[src/rtl/ebs_pkg.sv]
package ebs_pkg;

  typedef struct packed {
    logic ale;
    logic psen_n;
  } strobe_t;

  localparam strobe_t STROBE_IDLE = '{ale: 1'b0, psen_n: 1'b1};

  typedef enum logic {
    SRC_PORT_LATCH = 1'b0,
    SRC_ADDRESS    = 1'b1
  } hi_src_e;

endpackage

[src/rtl/ebs_phase_decode.sv]
module ebs_phase_decode #(
  parameter int PHASE_W   = 4,
  parameter int CYCLE_LEN = 12,
  parameter int ALE_OFS   = 1,
  parameter int PSEN_OFS  = 3,
  parameter int PSEN_LEN  = 3
) (
  input  logic [PHASE_W-1:0] phase,
  output logic               ale_slot,
  output logic               ale_first_slot,
  output logic               psen_slot
);

  localparam int HALF_LEN = CYCLE_LEN / 2;
  localparam int N_HALVES = 2;

  logic [N_HALVES-1:0] ale_hit;
  logic [N_HALVES-1:0] psen_hit;

  // One latch slot and one code-read window in each half of the machine cycle
  for (genvar g = 0; g < N_HALVES; g++) begin : g_half
    localparam int ALE_POS = ALE_OFS + g * HALF_LEN;
    localparam int PS_LO   = PSEN_OFS + g * HALF_LEN;
    localparam int PS_HI   = PS_LO + PSEN_LEN;

    assign ale_hit[g]  = (phase == PHASE_W'(ALE_POS));
    assign psen_hit[g] = (phase >= PHASE_W'(PS_LO)) && (phase < PHASE_W'(PS_HI));
  end

  assign ale_slot       = |ale_hit;
  assign ale_first_slot = ale_hit[0];
  assign psen_slot      = |psen_hit;

endmodule

[src/rtl/ebs_strobe_gen.sv]
module ebs_strobe_gen
  import ebs_pkg::*;
(
  input  logic    clk,
  input  logic    rst_n,
  input  logic    ale_slot,
  input  logic    ale_first_slot,
  input  logic    psen_slot,
  input  logic    ext_code,
  input  logic    data_cycle,
  input  logic    insn_active,
  input  logic    ale_off,
  output strobe_t strb_q
);

  strobe_t strb_d;
  logic    gate_forced;
  logic    skip_first;
  logic    strb_en;

  // Next-state logic
  always_comb begin
    gate_forced   = ale_off && !ext_code && !insn_active;
    skip_first    = data_cycle && ale_first_slot;
    strb_d.ale    = gate_forced ? 1'b1 : (ale_slot && !skip_first);
    strb_d.psen_n = !(psen_slot && ext_code && !data_cycle);
    strb_en       = (strb_d != strb_q);
  end

  // Register
  always_ff @(posedge clk or negedge rst_n) begin
    if (!rst_n) begin
      strb_q <= STROBE_IDLE;
    end else if (strb_en) begin
      strb_q <= strb_d;
    end
  end

  // latch pulse and code-read strobe never overlap
  a_r3_no_overlap: assert property (@(posedge clk) disable iff (!rst_n)
    !(strb_q.ale && !strb_q.psen_n));

  // the first latch slot of a data cycle yields no pulse unless forced high
  a_r4_skip_first: assert property (@(posedge clk) disable iff (!rst_n)
    (data_cycle && ale_first_slot && !ale_off) |=> !strb_q.ale);

  // code-read strobe stays inactive through a data cycle
  a_r5_psen_quiet: assert property (@(posedge clk) disable iff (!rst_n)
    data_cycle |=> strb_q.psen_n);

  // disabled latch output rests at the weak-high level
  a_r6_weak_high: assert property (@(posedge clk) disable iff (!rst_n)
    (ale_off && !ext_code && !insn_active) |=> strb_q.ale);

  // internal execution never asserts the code-read strobe
  a_r3_internal_quiet: assert property (@(posedge clk) disable iff (!rst_n)
    !ext_code |=> strb_q.psen_n);

endmodule

[src/rtl/ebs_addr_mux.sv]
module ebs_addr_mux
  import ebs_pkg::*;
#(
  parameter int BYTE_W = 8
) (
  input  logic              clk,
  input  logic              rst_n,
  input  logic              ext_code,
  input  logic              xdata_wide,
  input  logic              xdata_narrow,
  input  logic [BYTE_W-1:0] addr_hi,
  input  logic [BYTE_W-1:0] port_latch,
  output hi_src_e           src_q,
  output logic [BYTE_W-1:0] byte_q
);

  hi_src_e           src_d;
  logic [BYTE_W-1:0] byte_d;
  logic              upd_en;

  // Next-state logic: wide pointer first, then narrow pointer, then code fetch
  always_comb begin
    if (xdata_wide) begin
      src_d = SRC_ADDRESS;
    end else if (xdata_narrow) begin
      src_d = SRC_PORT_LATCH;
    end else if (ext_code) begin
      src_d = SRC_ADDRESS;
    end else begin
      src_d = SRC_PORT_LATCH;
    end
    byte_d = (src_d == SRC_ADDRESS) ? addr_hi : port_latch;
    upd_en = (src_d != src_q) || (byte_d != byte_q);
  end

  // Register
  always_ff @(posedge clk or negedge rst_n) begin
    if (!rst_n) begin
      src_q  <= SRC_PORT_LATCH;
      byte_q <= '0;
    end else if (upd_en) begin
      src_q  <= src_d;
      byte_q <= byte_d;
    end
  end

  // narrow-pointer access drives the port latch untouched
  a_r9_narrow_latch: assert property (@(posedge clk) disable iff (!rst_n)
    (xdata_narrow && !xdata_wide) |=>
      (src_q == SRC_PORT_LATCH) && (byte_q == $past(port_latch)));

  // wide-pointer access drives the address byte
  a_r9_wide_addr: assert property (@(posedge clk) disable iff (!rst_n)
    xdata_wide |=> (src_q == SRC_ADDRESS) && (byte_q == $past(addr_hi)));

endmodule

[src/rtl/ext_bus_strobe.sv]
module ext_bus_strobe
  import ebs_pkg::*;
#(
  parameter int PHASE_W   = 4,
  parameter int CYCLE_LEN = 12,
  parameter int ALE_OFS   = 1,
  parameter int PSEN_OFS  = 3,
  parameter int PSEN_LEN  = 3,
  parameter int BYTE_W    = 8
) (
  input  logic              clk,
  input  logic              rst_n,
  input  logic [PHASE_W-1:0] phase,
  input  logic              ext_code,
  input  logic              xdata_wide,
  input  logic              xdata_narrow,
  input  logic              insn_movx_movc,
  input  logic              ale_off,
  input  logic [BYTE_W-1:0] addr_hi,
  input  logic [BYTE_W-1:0] port_latch,
  output logic              ale,
  output logic              psen_n,
  output logic              hi_sel,
  output logic [BYTE_W-1:0] hi_byte
);

  localparam int SYNC_LEN = 2;

  logic [SYNC_LEN-1:0] rst_sync_q;
  logic                rst_int_n;
  logic                ale_slot;
  logic                ale_first_slot;
  logic                psen_slot;
  logic                data_cycle;
  strobe_t             strb_q;
  hi_src_e             src_q;

  // Asynchronous assertion, synchronous release
  always_ff @(posedge clk or negedge rst_n) begin
    if (!rst_n) begin
      rst_sync_q <= '0;
    end else begin
      rst_sync_q <= {rst_sync_q[SYNC_LEN-2:0], 1'b1};
    end
  end
  assign rst_int_n = rst_sync_q[SYNC_LEN-1];

  assign data_cycle = xdata_wide || xdata_narrow;

  ebs_phase_decode #(
    .PHASE_W  (PHASE_W),
    .CYCLE_LEN(CYCLE_LEN),
    .ALE_OFS  (ALE_OFS),
    .PSEN_OFS (PSEN_OFS),
    .PSEN_LEN (PSEN_LEN)
  ) u_decode (
    .phase         (phase),
    .ale_slot      (ale_slot),
    .ale_first_slot(ale_first_slot),
    .psen_slot     (psen_slot)
  );

  ebs_strobe_gen u_strobe (
    .clk           (clk),
    .rst_n         (rst_int_n),
    .ale_slot      (ale_slot),
    .ale_first_slot(ale_first_slot),
    .psen_slot     (psen_slot),
    .ext_code      (ext_code),
    .data_cycle    (data_cycle),
    .insn_active   (insn_movx_movc),
    .ale_off       (ale_off),
    .strb_q        (strb_q)
  );

  ebs_addr_mux #(
    .BYTE_W(BYTE_W)
  ) u_addr (
    .clk         (clk),
    .rst_n       (rst_int_n),
    .ext_code    (ext_code),
    .xdata_wide  (xdata_wide),
    .xdata_narrow(xdata_narrow),
    .addr_hi     (addr_hi),
    .port_latch  (port_latch),
    .src_q       (src_q),
    .byte_q      (hi_byte)
  );

  assign ale    = strb_q.ale;
  assign psen_n = strb_q.psen_n;
  assign hi_sel = src_q;

endmodule

[config.mk]
export PLATFORM = sky130hd
export DESIGN_NAME = ext_bus_strobe
export DESIGN_NICKNAME = d
export VERILOG_FILES = /design/src/rtl/ebs_pkg.sv /design/src/rtl/ebs_phase_decode.sv /design/src/rtl/ebs_strobe_gen.sv /design/src/rtl/ebs_addr_mux.sv /design/src/rtl/ext_bus_strobe.sv
export SDC_FILE = /design/constraint.sdc
export NUM_CORES = 1
export LEC_CHECK = 0
export ABC_CLOCK_PERIOD_IN_PS = 800
export CAP_MARGIN = 20
export CORE_MARGIN = 10
export CORE_UTILIZATION = 29
export DETAILED_ROUTE_END_ITERATION = 6
export PLACE_DENSITY = 0.69
export SETUP_SLACK_MARGIN = 0.2
export SLEW_MARGIN = 20
export SYNTH_ARGS = -nofsm -noshare
export SYNTH_HDL_FRONTEND = slang
export SYNTH_HIERARCHICAL = 1
export SYNTH_SLANG_ARGS = --single-unit
[constraint.sdc]
create_clock -name clk -period 0.8 [get_ports clk]
set_input_delay 0.24 -clock clk [delete_from_list [all_inputs] [get_ports clk]]
set_output_delay 0.24 -clock clk [all_outputs]
set_load 0.1 [all_outputs]
Word-level counts from Yosys, hierarchy flattened
Cells that the tools add are included.
- flip-flop bits (word level): 13
- input port bits: 27
- logic and storage cells: 36
- $lt $le $gt $ge: 4
- eq/ne operators: 5
- muxes and demuxes: 5
- reductions and logical operators: 17
- operator list (operator ; count):
    1-bit logical AND ; 8
    8-bit two-way mux ; 1
    8-bit inequality test ; 1
    1-bit zero test ; 5
    4-bit by 1-bit == test with 1-bit output, second input constant ; 1
    4-bit by 3-bit == test with 1-bit output, second input constant ; 1
    4-bit by 2-bit >= comparator with 1-bit output, second input constant ; 1
    4-bit >= comparator, second input constant ; 1
    4-bit by 3-bit < comparator with 1-bit output, second input constant ; 1
    4-bit < comparator, second input constant ; 1
    1-bit two-way mux ; 4
    2-bit OR reduction ; 2
    1-bit logical OR ; 2
    2-bit inequality test ; 1
    1-bit inequality test ; 1

Depth between registers and ports, before layout
- depth after elaboration: 7
- mapped depth: 4

By module
Netlist, hierarchy kept.
- modules (own cells, without submodules) (module ; times used ; cells each ; area an instance (um2)):
    ebs_addr_mux ; 1 ; 20 ; 339.1
    ebs_strobe_gen ; 1 ; 6 ; 82.6
    ext_bus_strobe ; 1 ; 4 ; 60.1
    ebs_phase_decode ; 1 ; 7 ; 50.0

Least setup slack after synthesis
Ideal clock, no wire load.
- path kind: register to output
- start point: reg u_strobe/strb_q[1] (netlist name)
- end point: out ale
- arrival time: 0.883 ns
- required time: 0.560 ns
- slack: -0.323 ns
- cell stages (with the launch flop): 1
- path buffers: 0
- cell sequence: dfrtp_1
- RTL lines (item ; line ; source):
    end, declared ; ext_bus_strobe.sv:21 ; output logic ale,
No word-level cell between the ends.

Worst setup path after layout
- start point: reg u_strobe/strb_q[0] (netlist name)
- end point: out psen_n
- RTL lines (item ; line ; source):
    end, declared ; ext_bus_strobe.sv:22 ; output logic psen_n,
No word-level cell between the ends.

==> results.yml <==
run_status:
  status: "complete, but fails checks"
  violations: "negative setup slack"
logic_synthesis:
  synth-edff-count: 0
  async_reset_ff_share_pct: 100.0
  yosys.area_share.simple_pct: 9.176
  muxShareOfSynthArea_pct: 19.06
  synth_top_cells_by_count: "12 x dfrtp_1, 9 x mux2_2, 2 x inv_1, 2 x nor2_1"
  synth-xor-area-share_pct: 1.647
  synth_flop_cell: "dfrtp_1"
  yosysMostFrequentCell: "dfrtp_1"
  synth_nets: 64
  synth_top_family_by_area: "multiplexers"
  synth_cell_types: 16
  syn_inst: 37
  yosysSeqAreaShare_pct: 61.41
  synth.area.top_cells: "dfrtp_1 56%, mux2_2 19%, dfstp_2 4.9%"
  syn_area_per_cell_um2: 14.37
  yosysWarnings: 6
  synth_compound_area_share_pct: 4.471
  synthAdderAreaFrac_pct: 2.118
  yosysTopAreaCell: "dfrtp_1"
  synth_top_cell_area_share_pct: 56.47
  synth_area_um2: 531.8
  ys_ff_latch: 13
timing:
  rsz0062_at_grt: "yes"
  post-route-worst-setup-slack_ns: -0.5016
  setup-violations-final: 19
  max_freq_mhz: 768.3
  final-hold-violation-count: 0
  fin_crit_ns: 1.302
  maxSlewViolCount: 0
  clock_skew_ns: 0.001821
  period_share_pct: 162.7
worst_setup_path:
  crit_type: "reg2out"
  required_ns: 0.56
  cp-start-kind: "flip-flop"
  rrSetupSlack_ns: 0.33
  crit_slowest_cell: "dfstp_4"
  path_buf_inv: 1
  max_stage_delay_ns: 0.63
  cp.arrival_ns: 1.06
  r2r_cells: 0
  rr_startpoint: "rst_sync_q[0]$_DFF_PN0_"
  crit_fanout: 1
  critPathCaptureType: "output port"
  cp_top_family: "flip-flops"
  cp_cell_sequence: "buf_12"
  reg2reg_to: "rst_sync_q[1]$_DFF_PN0_"
power:
  internal-power_mw: 1.335
  p_comb_share_pct: 42.1
  p_leak_nw: 0.5634
  irDropWorstVdd_uv: 1105
  p_sw_share_pct: 33.69
  fin_total_pwr_mw: 2.014
  power.switching_mw: 0.6783
  power.density_nw_per_um2: 1567
  seq_power_share_pct: 38.3
  p_clk_share_pct: 19.6
placement:
  place.detailed.hpwl_um: 1503
  placed_cells: 105
  portBuffers: 37
  dpl_cell_area_um2: 1175
  gp_congestion: 0.7539
  dpl_worst_slack_ns: -0.8129
floorplan:
  fp-row-count: 15
  die_w_um: 62.82
  die_area_um2: 3946
  die_h_um: 62.82
  start_util_pct: 30.80
  io_pins: 38
  fp.coreArea_um2: 1727
layout:
  final_net_count: 115
  final_area_um2: 1285
  drive_above_1_share_pct: 65.52
  final_util_pct: 74.42
  syn2layout_area_growth_pct: 141.6
  antenna_cells: 0
  instances_no_fill: 112
cts:
  htreeDepth: 1
  clock-sinks: 13
  clockBufferDepth: 2
  clk_pin_slew_ns: 0.08
  cts_buffers: 3
  cts_root_buf: "clkbuf_4"
  cts_hold_buffers: 0
  cts_tree: "done"
  worstSkewPairLatency_ns: 0.27
grt:
  grt_pass1_wl_um: 2939
  overflow: 0
  grt_usage_pct: 9.524
  grt_pass1_vias: 548
  antenna_found_initial: 0
  grt_max_degree: 8
job:
  drv_cap: 0
routing:
  drc: 0
  drt-initial-drc-count: 4
  postRouteAntennaNets: 0
  vias: 483
  drt_wl_total_um: 1793
  via_per_inst: 4.313
  firstDrtPassIters: 5
  routedWlPerCell_um: 16.01
worst_hold_path:
  hp-class: "reg2async"
## final cells by class
class                      count  area, um^2
fill                         126       441.7
timing repair buffer          46       603.1
sequential                    13       365.4
multi-input combinational     22       244.0
clock buffer                   4       26.28
tap                           25       31.28
inverter                       2       15.01
## routing by layer
layer,routed length [um],vias up,track usage (%)
li1,-,226,-
met1,573,238,8.647
met2,1124,15,18.85
met3,48,4,1.971
met4,45,0,5.307
met5,0,-,0
## power groups by stage
stage	registers (mW)	logic, mW	clock network [mW]
6_report	0.772	0.848	0.394
5_1_grt	0.779	0.877	0.442
4_1_cts	0.774	0.838	0.409
3_5_place_dp	0.788	0.800	0
3_3_place_gp	0.785	0.786	0
2_1_floorplan	1.08	0.0966	0
## worst max-delay path by stage
stage                                        start                      endpoint  slack [ns]  cells past startpoint
finish              u_strobe/strb_q[0]$_DFFE_PN1P_                        psen_n       -0.50                      1
global route        u_strobe/strb_q[0]$_DFFE_PN1P_                        psen_n       -0.53                      1
CTS                 u_strobe/strb_q[0]$_DFFE_PN1P_                        psen_n       -0.52                      1
detailed placement                    xdata_narrow  u_addr/byte_q[7]$_DFFE_PN0P_       -0.81                      5
global placement                      xdata_narrow  u_addr/byte_q[7]$_DFFE_PN0P_       -0.78                      5
floorplan           u_strobe/strb_q[0]$_DFFE_PN1P_                        psen_n       -0.20                      0
## registers in the layout (all words and copies together), names as in the netlist
| signal | flops |
|---|---|
| u_addr/byte_q | 8 |
| rst_sync_q | 2 |
| u_strobe/strb_q | 2 |
| u_addr/src_q | 1 |
## placed cells by master (no fill, tap or decap), types with 2 or more instances in the layout
| master | synthesis | routed |
|---|---|---|
| dfrtp_1 | 12 | 2 |
| mux2_4 | 0 | 9 |
| nor2_1 | 2 | 2 |
| buf_6 | 0 | 7 |
| buf_12 | 0 | 12 |
| buf_4 | 0 | 4 |
| dfrtp_4 | 0 | 9 |
| clkbuf_4 | 0 | 3 |
| dlygate4sd2_1 | 0 | 2 |
| clkdlybuf4s50_1 | 0 | 17 |
| buf_8 | 0 | 2 |
## cell families (layout without fill, tap and decap cells)
kind of cell / after synthesis / after routing
other: 1 / 1
multiplexers: 9 / 9
adder cells (fa/ha/maj): 1 / 1
buffers and inverters: 2 / 52
AO/OA/AOI/OAI: 2 / 2
XOR/XNOR: 1 / 1
AND/OR/NAND/NOR: 8 / 8
flip-flops: 13 / 13
## stage by stage
| step | TNS (ns) | hold slack (ns) |
|---|---|---|
| 2_1_floorplan | -2.111 | -0.05559 |
| 3_3_place_gp | -8.656 | 0.09369 |
| 3_5_place_dp | -8.954 | 0.09582 |
| 4_1_cts | -4.709 | 0.1104 |
| 5_1_grt | -4.708 | 0.1046 |
| 6_report | -4.315 | 0.1018 |
## repair_timing
item | CTS | global route
gates resized for setup | 42 | 9
endpoints found under the setup margin | 22 | 22
buffers inserted | 1 | 1
pin swaps | 5 | 4
cloned | 1 | 0
(Power assumes the default switching activity.)
